`src/rtl/ripple_alu_pkg.sv`:
```
package ripple_alu_pkg;
  typedef enum logic [1:0] {
    OP_SUB  = 2'b00,
    OP_DEC  = 2'b01,
    OP_OR   = 2'b10,
    OP_NAND = 2'b11
  } alu_op_e;

  function automatic logic op_is_arith(input alu_op_e op);
    return (op == OP_SUB) || (op == OP_DEC);
  endfunction
endpackage

```
`src/rtl/alu_logic_ext.sv`:
```
module alu_logic_ext
  import ripple_alu_pkg::*;
(
  input  alu_op_e op_i,
  input  logic    a_i,
  input  logic    b_i,
  output logic    x_o
);
  always_comb begin
    unique case (op_i)
      OP_OR:   x_o = a_i | b_i;
      OP_NAND: x_o = ~(a_i & b_i);
      default: x_o = a_i;
    endcase
  end
endmodule

```
`src/rtl/alu_arith_ext.sv`:
```
module alu_arith_ext
  import ripple_alu_pkg::*;
(
  input  alu_op_e op_i,
  input  logic    b_i,
  output logic    y_o
);
  always_comb begin
    unique case (op_i)
      OP_SUB:  y_o = ~b_i;
      OP_DEC:  y_o = 1'b1;
      default: y_o = 1'b0;
    endcase
  end
endmodule

```
`src/rtl/alu_carry_ext.sv`:
```
module alu_carry_ext
  import ripple_alu_pkg::*;
(
  input  alu_op_e op_i,
  output logic    cin_o
);
  assign cin_o = (op_i == OP_SUB);
endmodule

```
`src/rtl/alu_full_adder.sv`:
```
module alu_full_adder (
  input  logic x_i,
  input  logic y_i,
  input  logic c_i,
  output logic s_o,
  output logic c_o
);
  assign s_o = x_i ^ y_i ^ c_i;
  assign c_o = (x_i & y_i) | (c_i & (x_i ^ y_i));
endmodule

```
`src/rtl/ripple_alu.sv`:
```
module ripple_alu
  import ripple_alu_pkg::*;
#(
  parameter int W = 4
) (
  input  logic [W-1:0] a_i,
  input  logic [W-1:0] b_i,
  input  logic [1:0]   op_i,
  output logic [W-1:0] result_o,
  output logic         carry_o,
  output logic         uovf_o,
  output logic         sovf_o,
  output logic         zero_o
);
  localparam int MSB = W - 1;

  alu_op_e       op;
  logic [W:0]    c;
  logic [W-1:0]  x;
  logic [W-1:0]  y;
  logic          arith;

  assign op    = alu_op_e'(op_i);
  assign arith = op_is_arith(op);

  alu_carry_ext u_cext (.op_i(op), .cin_o(c[0]));

  for (genvar i = 0; i < W; i++) begin : g_slice
    alu_logic_ext u_lext (.op_i(op), .a_i(a_i[i]), .b_i(b_i[i]), .x_o(x[i]));
    alu_arith_ext u_aext (.op_i(op), .b_i(b_i[i]), .y_o(y[i]));
    alu_full_adder u_fa (
      .x_i(x[i]), .y_i(y[i]), .c_i(c[i]),
      .s_o(result_o[i]), .c_o(c[i+1])
    );
  end

  assign carry_o = arith & c[W];
  assign uovf_o  = arith & ~c[W];
  assign sovf_o  = arith & (c[MSB] ^ c[W]);
  assign zero_o  = ~|result_o;

  always_comb begin
    if (op == OP_SUB)
      a_r1_sub: assert (result_o == W'(a_i - b_i));
    if (op == OP_DEC)
      a_r2_dec: assert (result_o == W'(a_i - W'(1)));
    if (op == OP_OR)
      a_r3_or: assert (result_o == (a_i | b_i));
    if (op == OP_NAND)
      a_r4_nand: assert (result_o == ~(a_i & b_i));
    if (!arith)
      a_r6_logic_no_carry: assert (c[W] == 1'b0 && y == '0);
    if (op == OP_SUB)
      a_r5_sub_noborrow: assert (carry_o == (a_i >= b_i));
  end
endmodule

```
`config.mk`:
```
export PLATFORM = sky130hd
export DESIGN_NAME = ripple_alu
export DESIGN_NICKNAME = d
export VERILOG_FILES = /design/src/rtl/ripple_alu_pkg.sv /design/src/rtl/alu_logic_ext.sv /design/src/rtl/alu_arith_ext.sv /design/src/rtl/alu_carry_ext.sv /design/src/rtl/alu_full_adder.sv /design/src/rtl/ripple_alu.sv
export SDC_FILE = /design/constraint.sdc
export NUM_CORES = 1
export LEC_CHECK = 0
export BUFFER_PORTS_ARGS = -buffer_cell sky130_fd_sc_hd__buf_2
export CORE_AREA = 2 2 39 41
export DETAILED_ROUTE_END_ITERATION = 7
export DIE_AREA = 0 0 41 43
export GPL_TIMING_DRIVEN = 0
export PLACE_DENSITY_LB_ADDON = 0.25
export SYNTH_ARGS = -nofsm -noshare
export SYNTH_HDL_FRONTEND = slang
export SYNTH_SLANG_ARGS = --single-unit
```
`constraint.sdc`:
```
create_clock -name vclk -period 3.28
set_clock_uncertainty 0.05 [all_clocks]
set_input_delay 0.492 -clock vclk [all_inputs]
set_output_delay 0.492 -clock vclk [all_outputs]
set_load 0.05 [all_outputs]
```
==> flow_metrics.env <==
export IMPL_grtUsageTotal_pct=10.17
export IMPL_critPathKind="in2out"
export IMPL_syn_inst=36
export IMPL_via_per_inst=4.026
export IMPL_violations="negative setup slack"
export IMPL_cap_violations=0
export IMPL_clockBufferCount=0
export IMPL_setup_viol=3
export IMPL_place_congestion=0.6550
export IMPL_io_buffers=18
export IMPL_endpoint_kind="output port"
export IMPL_drt_pass1_iter_count=3
export IMPL_cp_max_fo=5
export IMPL_rsz0062_at_grt="true"
export IMPL_leakagePower_nw=0.2560
export IMPL_area_growth_syn_to_layout_pct=99.11
export IMPL_synth_yosys_seq_area_share_pct=0
export IMPL_run_status="complete, but fails checks"
export IMPL_core_area_sq_um=1384
export IMPL_wirelength_microns=804
export IMPL_max_freq_ghz=0.3006
export IMPL_die_h_microns=43
export IMPL_place_hpwl_microns=577.8
export IMPL_grt_pass1_vias=308
export IMPL_period_share_pct=101.4
export IMPL_drt_first_iter_violations=5
export IMPL_diodes=0
export IMPL_ant_nets=0
export IMPL_synth_top_area_cell="fa_1"
export IMPL_grt_max_degree=8
export IMPL_yosysTopAreaCellShare_pct=28.57
export IMPL_slew_headroom_pct=83.91
export IMPL_grt_antenna_before_repair=0
export IMPL_holdCritPathClass="in2out"
export IMPL_hold_viol_final=0
export IMPL_tightest_slew_ns=0.2413
export IMPL_met1Wirelength_microns=340
export IMPL_initial_utilization_pct=20.25
export IMPL_ios=18
export IMPL_topRoutingLayerUsed="met3"
export IMPL_final_area_sq_um=558.0
export IMPL_powerDensity_nw_per_um2=376.3
export IMPL_drc_errors=0
export IMPL_fillers=151
export IMPL_route_met3_wl_microns=56
export IMPL_synth_commonest_cells="buf_4, fa_1, nand2_1, o21a_1"
export IMPL_cp_arrival_ns=2.78
export IMPL_grt_ovfl_total=0
export IMPL_drt_wirelength_per_cell_microns=10.44
export IMPL_synth_cell_types=16
export IMPL_ir_drop_mv=0.1611
export IMPL_crit_path_start_kind="input port"
export IMPL_seqCellArea_sq_um=0
export IMPL_fin_setup_tns_ns=-0.1263
export IMPL_rows=14
export IMPL_placed_cell_area_sq_um=436.7
export IMPL_worst_hold_slack_ns=1.607
export IMPL_syn_area_per_cell_sq_um=7.785
export IMPL_slew_violations=0
export IMPL_met2_length_microns=407
export IMPL_yosysWarnings=0
export IMPL_netlist_top_cells_area="fa_1, buf_4, o21a_1"
export IMPL_multi_input_area_sq_um=276.5
export IMPL_worstPathRequired_ns=2.74
export IMPL_seq_cells=0
export IMPL_synth_area_sq_um=280.3
export IMPL_layout_drive_gt1_share_pct=73.77
export IMPL_synth_nets=50
export IMPL_nets=77
export IMPL_die_w_microns=41
export IMPL_dr_total_vias=310
export IMPL_cts_hold_buf=0
export IMPL_grt_pass1_wl_microns=1304
export IMPL_fin_ws_ns=-0.04666
export IMPL_die_area_sq_um=1763
export IMPL_period_minus_slack_ns=3.327
power breakdown:
part	internal [mW]	switching (mW)
registers	0	0
clock network	0	0
logic	0.0888	0.121
total	0.0888	0.121
cell usage in the layout, fill, tap and decap left out, drive strengths merged:
master	count
nand2	5
buf	30
a21oi	3
a21o	1
o22ai	1
o21a	4
xor2	1
inv	4
nor4	1
nor2b	1
nor2	3
fa	4
o22a	3
through the flow:
| step | utilization (%) | worst slack, ns | power [mW] | instances |
|---|---|---|---|---|
| after floorplan | - | -0.1283 | 0.1446 | 36 |
| after global placement | 31.56 | -0.3083 | 0.1771 | 70 |
| after detailed placement | 31.56 | -0.3043 | 0.1781 | 70 |
| after CTS | 38.61 | -0.09087 | 0.2060 | 76 |
| after global routing | 40.33 | -0.1296 | 0.2268 | 77 |
| final | 40.33 | -0.04666 | 0.2100 | 77 |
logic make-up (layout without fill, tap and decap cells):
logic type | after synthesis | after routing | share of synthesized area (%)
AO/OA/AOI/OAI | 12 | 12 | 30.36
XOR/XNOR | 1 | 1 | 3.126
adder cells (fa/ha/maj) | 4 | 4 | 28.57
buffers and inverters | 9 | 34 | 20.09
AND/OR/NAND/NOR | 10 | 10 | 17.86
worst paths after layout:
check	start	endpoint	slack, ns	cells after the start
worst min-delay path	op_i[1]	sovf_o	1.61	6
worst max-delay path	op_i[0]	result_o[3]	-0.05	11
repair_timing:
item	CTS	global route
setup endpoints to repair	6	5
pin swaps	5	3
gates resized for setup	17	6
setup buffers	6	1
layout make-up:
type / count / share of cell area [%]
plain buffers: 5 / 8.744
multi-input cells: 27 / 49.55
inverters: 4 / 2.691
well taps: 16 / 3.587
repair buffers: 25 / 35.43
worst max-delay path, stage by stage:
cell,delay [ns]
buf_12,0.11
o21a_1,0.16
o22a_1,0.22
fa_2,0.35
fa_2,0.34
inv_2,0.06
fa_2,0.20
inv_2,0.04
fa_2,0.57
buf_6,0.11
buf_8,0.13
per-layer routing:
layer  up-vias  global-route usage (%)
met5         -                       0
li1        167                       -
met2        12                   17.19
met3         0                  0.5236
met4         0                       0
met1       131                   14.61
No activity file was read; power rests on OpenSTA's default activity.
